<file path="src/rtl/eth_padfcs_pkg.sv">
package eth_padfcs_pkg;

    typedef enum logic [1:0] {
        ST_DATA = 2'd0,
        ST_PAD  = 2'd1,
        ST_FCS  = 2'd2
    } pf_state_e;

    localparam logic [31:0] CRC_POLY_REFL = 32'hEDB88320;
    localparam int          FCS_BYTES     = 4;

    // One byte of reflected CRC-32, least significant bit first.
    function automatic logic [31:0] crc32_step(input logic [31:0] crc_in,
                                               input logic [7:0]  byte_in);
        logic [31:0] c;
        c = crc_in ^ {24'd0, byte_in};
        for (int b = 0; b < 8; b++) begin
            c = c[0] ? ((c >> 1) ^ CRC_POLY_REFL) : (c >> 1);
        end
        return c;
    endfunction

endpackage

</file>
<file path="src/rtl/eth_fcs_acc.sv">
module eth_fcs_acc
    import eth_padfcs_pkg::*;
(
    input  logic        clk,
    input  logic        rst_n,
    input  logic        restart,
    input  logic        step,
    input  logic [7:0]  din,
    output logic [31:0] fcs_word
);

    logic [31:0] crc_q;
    logic [31:0] crc_base;

    always_comb begin
        crc_base = restart ? 32'hFFFF_FFFF : crc_q;
    end

    always_ff @(posedge clk) begin
        if (!rst_n) begin
            crc_q <= 32'hFFFF_FFFF;
        end else if (step) begin
            crc_q <= crc32_step(crc_base, din);
        end
    end

    assign fcs_word = ~crc_q;

endmodule

</file>
<file path="src/rtl/eth_body_count.sv">
module eth_body_count #(
    parameter int LIMIT = 60,
    localparam int CNT_W = $clog2(LIMIT + 1)
) (
    input  logic             clk,
    input  logic             rst_n,
    input  logic             restart,
    input  logic             step,
    output logic [CNT_W-1:0] cnt_after
);

    localparam logic [CNT_W-1:0] LIMIT_C = CNT_W'(LIMIT);

    logic [CNT_W-1:0] cnt_q;
    logic [CNT_W-1:0] cnt_base;

    always_comb begin
        cnt_base  = restart ? '0 : cnt_q;
        cnt_after = (cnt_base >= LIMIT_C) ? LIMIT_C : cnt_base + 1'b1;
    end

    always_ff @(posedge clk) begin
        if (!rst_n) begin
            cnt_q <= '0;
        end else if (step) begin
            cnt_q <= cnt_after;
        end
    end

endmodule

</file>
<file path="src/rtl/eth_tx_padfcs.sv">
module eth_tx_padfcs
    import eth_padfcs_pkg::*;
#(
    parameter int MIN_FRAME_BITS = 544,
    parameter int PRE_BYTES      = 8
) (
    input  logic       clk,
    input  logic       rst_n,
    input  logic       cfg_auto_pad,
    input  logic       cfg_fcs_disable,
    input  logic       in_valid,
    output logic       in_ready,
    input  logic [7:0] in_data,
    input  logic       in_last,
    input  logic       in_add_fcs,
    output logic       out_valid,
    input  logic       out_ready,
    output logic [7:0] out_data,
    output logic       out_last
);

    localparam int BODY_MIN = MIN_FRAME_BITS / 8 - PRE_BYTES;
    localparam int CNT_W    = $clog2(BODY_MIN + 1);
    localparam int IDX_W    = $clog2(FCS_BYTES);
    localparam logic [CNT_W-1:0] BODY_MIN_C = CNT_W'(BODY_MIN);
    localparam logic [IDX_W-1:0] IDX_LAST   = IDX_W'(FCS_BYTES - 1);

    pf_state_e        st_q, st_d;
    logic             sof_q;
    logic             pad_q, fcs_q;
    logic [IDX_W-1:0] idx_q;

    logic             pad_eff, fcs_eff, need_pad;
    logic             in_fire, out_fire, acc_step;
    logic [CNT_W-1:0] cnt_after;
    logic [31:0]      fcs_word;

    // Per-frame decisions: live on the first byte, held afterwards.
    always_comb begin
        pad_eff  = sof_q ? cfg_auto_pad : pad_q;
        fcs_eff  = sof_q ? (cfg_auto_pad | (~cfg_fcs_disable & in_add_fcs)) : fcs_q;
        need_pad = pad_eff && (cnt_after < BODY_MIN_C);
        in_fire  = in_valid && in_ready;
        out_fire = out_valid && out_ready;
        acc_step = out_fire && (st_q != ST_FCS);
    end

    eth_fcs_acc u_fcs (
        .clk      (clk),
        .rst_n    (rst_n),
        .restart  (sof_q),
        .step     (acc_step),
        .din      (out_data),
        .fcs_word (fcs_word)
    );

    eth_body_count #(.LIMIT(BODY_MIN)) u_cnt (
        .clk       (clk),
        .rst_n     (rst_n),
        .restart   (sof_q),
        .step      (acc_step),
        .cnt_after (cnt_after)
    );

    // Next state
    always_comb begin
        st_d = st_q;
        unique case (st_q)
            ST_DATA: begin
                if (in_fire && in_last) begin
                    if (need_pad)     st_d = ST_PAD;
                    else if (fcs_eff) st_d = ST_FCS;
                    else              st_d = ST_DATA;
                end
            end
            ST_PAD: begin
                if (out_fire && (cnt_after >= BODY_MIN_C)) st_d = ST_FCS;
            end
            ST_FCS: begin
                if (out_fire && (idx_q == IDX_LAST)) st_d = ST_DATA;
            end
            default: st_d = ST_DATA;
        endcase
    end

    // State register
    always_ff @(posedge clk) begin
        if (!rst_n) st_q <= ST_DATA;
        else        st_q <= st_d;
    end

    // Outputs
    always_comb begin
        out_valid = 1'b0;
        out_data  = 8'h00;
        out_last  = 1'b0;
        in_ready  = 1'b0;
        unique case (st_q)
            ST_DATA: begin
                out_valid = in_valid;
                out_data  = in_data;
                out_last  = in_last && !need_pad && !fcs_eff;
                in_ready  = out_ready;
            end
            ST_PAD: begin
                out_valid = 1'b1;
                out_data  = 8'h00;
            end
            ST_FCS: begin
                out_valid = 1'b1;
                out_data  = fcs_word[{idx_q, 3'b000} +: 8];
                out_last  = (idx_q == IDX_LAST);
            end
            default: ;
        endcase
    end

    // Frame bookkeeping
    always_ff @(posedge clk) begin
        if (!rst_n) begin
            sof_q <= 1'b1;
            pad_q <= 1'b0;
            fcs_q <= 1'b0;
            idx_q <= '0;
        end else begin
            if (in_fire) begin
                if (sof_q) begin
                    pad_q <= pad_eff;
                    fcs_q <= fcs_eff;
                end
                sof_q <= in_last && !need_pad && !fcs_eff;
            end else if ((st_q == ST_FCS) && out_fire && (idx_q == IDX_LAST)) begin
                sof_q <= 1'b1;
            end
            if ((st_q == ST_FCS) && out_fire) begin
                idx_q <= idx_q + 1'b1;
            end
        end
    end

endmodule

</file>
<file path="config.mk">
export PLATFORM = sky130hd
export DESIGN_NAME = eth_tx_padfcs
export DESIGN_NICKNAME = d
export VERILOG_FILES = /design/src/rtl/eth_padfcs_pkg.sv /design/src/rtl/eth_fcs_acc.sv /design/src/rtl/eth_body_count.sv /design/src/rtl/eth_tx_padfcs.sv
export SDC_FILE = /design/constraint.sdc
export NUM_CORES = 1
export LEC_CHECK = 0
export ABC_AREA = 0
export ABC_CLOCK_PERIOD_IN_PS = 3900
export CORE_MARGIN = 1
export CORE_UTILIZATION = 55
export DETAILED_ROUTE_END_ITERATION = 6
export DONT_BUFFER_PORTS = 1
export PLACE_DENSITY_LB_ADDON = 0.25
export SETUP_SLACK_MARGIN = 0.5
export SLEW_MARGIN = 20
export SYNTH_ARGS = -nofsm -noshare
export SYNTH_HDL_FRONTEND = slang
export SYNTH_SLANG_ARGS = --single-unit
</file>
<file path="constraint.sdc">
create_clock -name clk -period 3.9 [get_ports clk]
set_input_delay 0.195 -clock clk [delete_from_list [all_inputs] [get_ports clk]]
set_output_delay 0.195 -clock clk [all_outputs]
set_load 0.02 [all_outputs]
</file>
Word-level counts from Yosys, hierarchy flattened

Index checks and enable logic that the tools add are counted.

Eq/ne operators: 7
Shift operators: 1
Add/subtract/negate cells: 2
Bitwise operators: 13
Mux-type cells: 25
$lt $le $gt $ge: 3
Reductions and logical operators: 18

Operator list:

| cell                | number |
|---|---|
| $mux 32             | 9 |
| $not 13->14         | 8 |
| $not 32->32         | 1 |
| $shiftx 32x6->8     | 1 |
| $xor 32x8->32       | 1 |
| $pmux 8 s2          | 1 |
| $ge 6x6->1 const B  | 2 |
| $mux 6              | 2 |
| $logic_and 1x1->1   | 11 |
| $mux 2              | 5 |
| $ne 2x2->1 const B  | 4 |
| $add 6x1->6 const B | 1 |
| $lt 6x6->1 const B  | 1 |
| $pmux 2 s3          | 1 |
| $mux 1              | 5 |
| $eq 2x2->1 const B  | 2 |
| $pmux 1 s2          | 2 |
| $reduce_and 3->1    | 1 |
| $add 2x1->2 const B | 1 |
| $eq 2x1->1 const B  | 1 |
| $logic_not 1->1     | 2 |
| $logic_not 2->1     | 1 |
| $reduce_and 2->1    | 1 |
| $reduce_bool 2->1   | 1 |
| 4 further kinds     | 4 |

Logic and storage cells: 76
Input port bits: 16
Bits in registers: 45
Output and inout port bits: 11

Longest topological paths before layout

Depth in word-level cells: 20
Depth in mapped cells: 12
Gate-level depth less buffers: 9

By module

A second synthesis with hierarchy kept.

Cells, all modules: 407
Area, all modules: 3579.7 um^2

By module, submodules not included:

| module         | times used | cells an instance | area an instance (um^2) |
|---|---|---|---|
| eth_fcs_acc    | 1          | 277               | 2372.3 |
| eth_tx_padfcs  | 1          | 82                | 772.0 |
| eth_body_count | 1          | 48                | 435.4 |

Least setup slack after synthesis

No wires, ideal clock.

Path type: register to register
From: register sof_q
To: register st_q[1]
Slack: 0.916 ns
Path buffers: 4
Period minus slack after synthesis: 2.984 ns
Data required time: 3.809 ns
Cell stages (with the launch flop): 13
Setup time: 0.091 ns
Arrival: 2.893 ns
Path through: dfxtp_1 > clkbuf_1 > buf_4 > clkbuf_1 > buf_1 > nor2b_1 > ha_1 > and3_1 > a211oi_1 > o21ai_0 > o41ai_1 > a21oi_1 > a311oi_1

Longest elaborated chain between the ends: 8
Elaborated cells between the ends (all ways): 16
Those cells by class: add/sub (1); order compare (3); eq/ne (1); mux (8); reduce/logical (3)

Ends and longest elaborated chain:

| item                                      | line                 | source |
|---|---|---|
| start: declaration                        | eth_tx_padfcs.sv:29  | `logic sof_q;` |
| start signal: assignment                  | eth_tx_padfcs.sv:131 | `sof_q <= in_last && !need_pad && !fcs_eff;` |
| $mux 6                                    | eth_body_count.sv:18 | `cnt_base = restart ? '0 : cnt_q;` |
| $add 6x1->6 or $ge 6x6->1 (tied branches) | eth_body_count.sv:19 | `cnt_after = (cnt_base >= LIMIT_C) ? LIMIT_C : cnt_base + 1'b1;` |
| $mux 6                                    | eth_body_count.sv:19 |  |
| $lt 6x6->1                                | eth_tx_padfcs.sv:42  | `need_pad = pad_eff && (cnt_after < BODY_MIN_C);` |
| $logic_and 1x1->1                         | eth_tx_padfcs.sv:42  |  |
| $mux 2                                    | eth_tx_padfcs.sv:71  | `if (need_pad) st_d = ST_PAD;` |
| $mux 2                                    | eth_tx_padfcs.sv:70  | `if (in_fire && in_last) begin` |
| $pmux 2 s3                                | eth_tx_padfcs.sv:68  | `unique case (st_q)` |
| end signal: assignment                    | eth_tx_padfcs.sv:89  | `else st_q <= st_d;` |
| end: declaration                          | eth_tx_padfcs.sv:28  | `pf_state_e st_q, st_d;` |

Several ways; a longest one is shown, not always the timed one. The select of a mux whose other input is x is not followed.
A chain may end at the register's enable or synchronous reset.

Final worst setup path

From: register st_q[0]
To: register u_fcs.crc_q[19]

Elaborated cells between the ends (all ways): 25
Those cells by class: eq/ne (3); mux (10); bitwise (8); reduce/logical (4)

RTL lines:

| item                                          | line                 | source |
|---|---|---|
| $eq 2x2->1 or $logic_not 2->1 (tied branches) | eth_tx_padfcs.sv:98  | `unique case (st_q)` |
| $pmux 8 s2 (*)                                | eth_tx_padfcs.sv:98  |  |
| named net out_data[6]                         | eth_tx_padfcs.sv:18  | `output logic [7:0] out_data,` |
| $xor 32x8->32 (*)                             | eth_padfcs_pkg.sv:16 | `c = crc_in ^ {24'd0, byte_in};` |
| $not 13->14 (no line)                         | -                    |  |
| $mux 32 (*) (7 in a row)                      | eth_padfcs_pkg.sv:18 | `c = c[0] ? ((c >> 1) ^ CRC_POLY_REFL) : (c >> 1);` |
| $not 13->14 (no line)                         | -                    |  |
| $mux 32 (*)                                   | eth_padfcs_pkg.sv:18 |  |
| end signal: assignment                        | eth_fcs_acc.sv:23    | `crc_q <= crc32_step(crc_base, din);` |
| end: declaration                              | eth_fcs_acc.sv:12    | `logic [31:0] crc_q;` |

Mark *: on every way through the listed nets, which the timed path passes. The rest lies on a longest branch.

==> impl_summary.log <==
[metrics] internal reg-to-reg setup slack: between 700 and 800 ps
[metrics] number of enable-type register cells in the synthesized netlist: 0
[metrics] Leak Pwr: 1.34 nW
[metrics] post-synthesis net count: between 300 and 400
[metrics] initial antenna violation count: 0
[metrics] DRT antenna net count: 0
[metrics] combined area of the multi-input logic cells: 0.00223 sq mm
[metrics] FF-to-FF Start: st_q[0]$_SDFFE_PN0P_
[metrics] area leader, netlist: dfxtp_1
[metrics] clk sink count: 45
[metrics] number of synthesized register bits: 45
[metrics] post-synthesis area per instance: between 9 and 10 sq um
[metrics] most common cell in the synthesized netlist: dfxtp_1
[metrics] startpoint type of the worst setup path: flop
[metrics] DP Cell Count: 402
[metrics] Detailed Place HPWL: a little over 5000 um
[metrics] startpoint of the most critical hold path: cfg_auto_pad
[metrics] data arrival time of the worst path: approximately 3300 ps
[metrics] cells after synthesis: 348
[metrics] via count of the first global-routing pass: 2,245
[metrics] RSZ-0062 raised after global routing: false
[metrics] Core Region: 0.00564 sq mm
[metrics] type of element capturing the critical path: flop
[metrics] final estimated routing congestion in global placement: 0.812
[metrics] relative area change from synthesis to final layout: 4.08%
[metrics] Post CTS Setup Buffer Count: 0
[metrics] depth of the worst register-to-register path: 8
[metrics] total wire length after detailed routing: approximately 7600 um
[metrics] drt wl/cell: around 18 um
[metrics] required arrival time at the worst endpoint: 4060 ps
[metrics] Remaining Overflow, GRT: 0
[metrics] global-route usage over all layers: 25.3%
[metrics] total number of vias: roughly 2,500
[metrics] worst slew margin relative to its limit: between 40% and 50%
[metrics] number of stages on the worst hold path: 2
[metrics] Setup violations, final: 0
[metrics] maximum fanout count along the critical path: 8
[metrics] most frequent cells after synthesis: dfxtp_1 (45), nor2_1 (43), nand2_1 (40)
[metrics] final-report hold violation count: 0
[metrics] sequential share of the synthesized area: a little over a quarter
[metrics] WHS Endpoint: pad_q$_SDFFE_PN0P_
[metrics] depth of the CTS H-tree: 2
[metrics] number of buffers created by CTS: 5
[metrics] maximum operating frequency: between 0.3 and 0.4 GHz
[metrics] endpoint of the worst register-to-register path: u_fcs.crc_q[19]$_SDFFE_PN1P_
[metrics] maximum clock skew at final layout: 5.85 ps
[metrics] actual slew at the worst max-slew pin: 891 ps
[metrics] post-route insts no fill: 412
[metrics] Cell Pwr Density: a little over 1000 mW/mm^2
[metrics] Die W: between 70 and 80 um
[metrics] Die Span Y: between 70 and 80 um
[metrics] area share of the leading cell type in the synthesized netlist: between 20% and 30%
[metrics] number of slew-limit violations in the final report: 0
[metrics] maximum number of pins on one net before global-route repair: 47
[metrics] most common flop cell mapped by yosys: dfxtp_1
[metrics] initial cell density of the core: slightly below 60%
[metrics] filler instances: 507
[metrics] proportion of synthesized flip-flops having asynchronous set or reset: 0%
[metrics] IO Count: 27
[metrics] clock root buffer: clkbuf_8
[metrics] antenna cells: 0
[metrics] share of the cycle needed by the critical path after routing: about 81%
[metrics] combined flip-flop and latch cell area: 902 sq um
[metrics] final period demand of the worst path: between 3000 and 4000 ps
[metrics] first-pass GRT wire length: between 10,000 and 15,000 um
[metrics] clock latency at the later pin of the worst-skew pair: between 300 and 400 ps
[metrics] class of the tightest hold or removal check: input port to flop
[metrics] clock slew at the register clock pins of the worst setup and hold paths: ~90 ps
[metrics] synth unique cells: 50
[metrics] number of nets in the finished design: 361
[metrics] Crit Path Class: flop to flop
[metrics] number of iterations in the first detailed-routing pass: 6
[metrics] synth warn: 0
[metrics] number of max-capacitance violations reported: 0
[metrics] fraction of layout instances using a drive strength above 1: between 10% and 20%
[metrics] summed instance area of the synthesized netlist: around 0.0033 sq mm
[metrics] site row count: 27
[metrics] maximum clock insertion buffer count: 2
[metrics] cells taking the most area after synthesis: dfxtp_1 (27%), xnor3_1 (9.6%), xnor2_1 (7.7%)
[metrics] post-detailed-route via-to-cell ratio: around 6.0
[metrics] TritonCTS clock tree: built
[metrics] full die area: ~0.0063 sq mm
[metrics] setup TNS: 0 ps
[metrics] Initial DRC Count: 230
[metrics] worst IR drop on VDD: approximately 480 uV
[metrics] post-detailed-route DRC marker count: 0
[metrics] outcome: finished clean
[metrics] number of buffers inserted by port buffering: 0
[metal layers]
| metal | routed length (um) | up-vias | GRT usage [%] |
|---|---|---|---|
| li1 | - | 1185 | - |
| met1 | 3430 | 1174 | 34.3 |
| met2 | 3430 | 118 | 40.6 |
| met3 | 548 | 15 | 4.60 |
| met4 | 143 | 0 | 8.36 |
| met5 | 0 | - | 0 |
[worst max path at each step]
stage                                     start                            to  slack [ps]
after CTS                 idx_q[0]$_SDFFE_PN0P_  u_fcs.crc_q[24]$_SDFFE_PN1P_         640
after global placement    idx_q[0]$_SDFFE_PN0P_  u_fcs.crc_q[24]$_SDFFE_PN1P_         770
after global routing       st_q[0]$_SDFFE_PN0P_  u_fcs.crc_q[19]$_SDFFE_PN1P_         590
final                      st_q[0]$_SDFFE_PN0P_  u_fcs.crc_q[19]$_SDFFE_PN1P_         740
after floorplan              sof_q$_SDFFE_PN1P_          st_q[1]$_SDFFE_PN0P_         920
after detailed placement  idx_q[0]$_SDFFE_PN0P_  u_fcs.crc_q[24]$_SDFFE_PN1P_         670
[registers in the layout (all words and copies together), names as in the netlist]
| register | flops |
|---|---|
| u_fcs.crc_q | 32 |
| u_cnt.cnt_q | 6 |
| idx_q | 2 |
| st_q | 2 |
| fcs_q | 1 |
| pad_q | 1 |
| sof_q | 1 |
[what timing repair did]
item / 4_1_cts / 5_1_grt
endpoints found under the setup margin: 0 / 2
endpoints found under the hold margin: 21 / 1
resized for setup: 0 / 1
hold buffers: 1 / 1
[final cells by class]
| class | count | share of cell area, % |
|---|---|---|
| clock buffer | 7 | 2.53 |
| tap | 72 | 2.64 |
| sequential | 45 | 26.4 |
| multi-input combinational | 273 | 65.2 |
| timing repair buffer | 6 | 1.46 |
| inverter | 8 | 0.879 |
| clock inverter | 1 | 0.879 |
[cells by family after synthesis]
family	count (synthesis)	share of synthesized area [%]
and+or+nand+nor	118	15.5
xor gates and xnor gates	70	28.8
AOI/OAI and AO/OA	66	14.5
DFF	45	27.4
buffers and inverters	30	4.69
muxes	13	6.78
adders and majority gates	6	2.29
[critical path, cell delays in order, from the launching register on]
cell,delay (ps)
dfxtp_1,370
inv_1,90
ha_1,300
nand2_1,190
o221ai_2,220
xnor2_1,770
xnor3_1,620
xnor3_1,390
a21oi_1,60
[metrics by stage]
| stage | utilization, % | hold slack, ps | area, sq um | setup slack (ps) | total power [W] |
|---|---|---|---|---|---|
| floorplan | - | 284 | 3280 | 916 | 0.00271 |
| global placement | 58.1 | 273 | 3280 | 774 | 0.00302 |
| detailed placement | 58.1 | 276 | 3280 | 673 | 0.00305 |
| CTS | 60.4 | 4.00 | 3410 | 643 | 0.00345 |
| global route | 60.6 | 36.9 | 3420 | 591 | 0.00367 |
| finish | 60.6 | 47.1 | 3420 | 743 | 0.00346 |
[power breakdown]
| group | switching [W] | internal, W |
|---|---|---|
| Sequential | 0.000154 | 0.000614 |
| Clock | 0.000165 | 0.000209 |
| Combinational | 0.00111 | 0.00120 |
[placed cells by master (no fill, tap or decap), drive strengths merged, types with 11 or more instances in the layout]
cell type | Yosys | layout
xnor3 | 15 | 15
nand2 | 40 | 40
nor2 | 43 | 43
dfxtp | 45 | 45
o211ai | 20 | 20
xnor2 | 33 | 33
a21oi | 21 | 21
xor2 | 21 | 21
nor3 | 11 | 11
No activity file was read; power rests on OpenSTA's default activity.
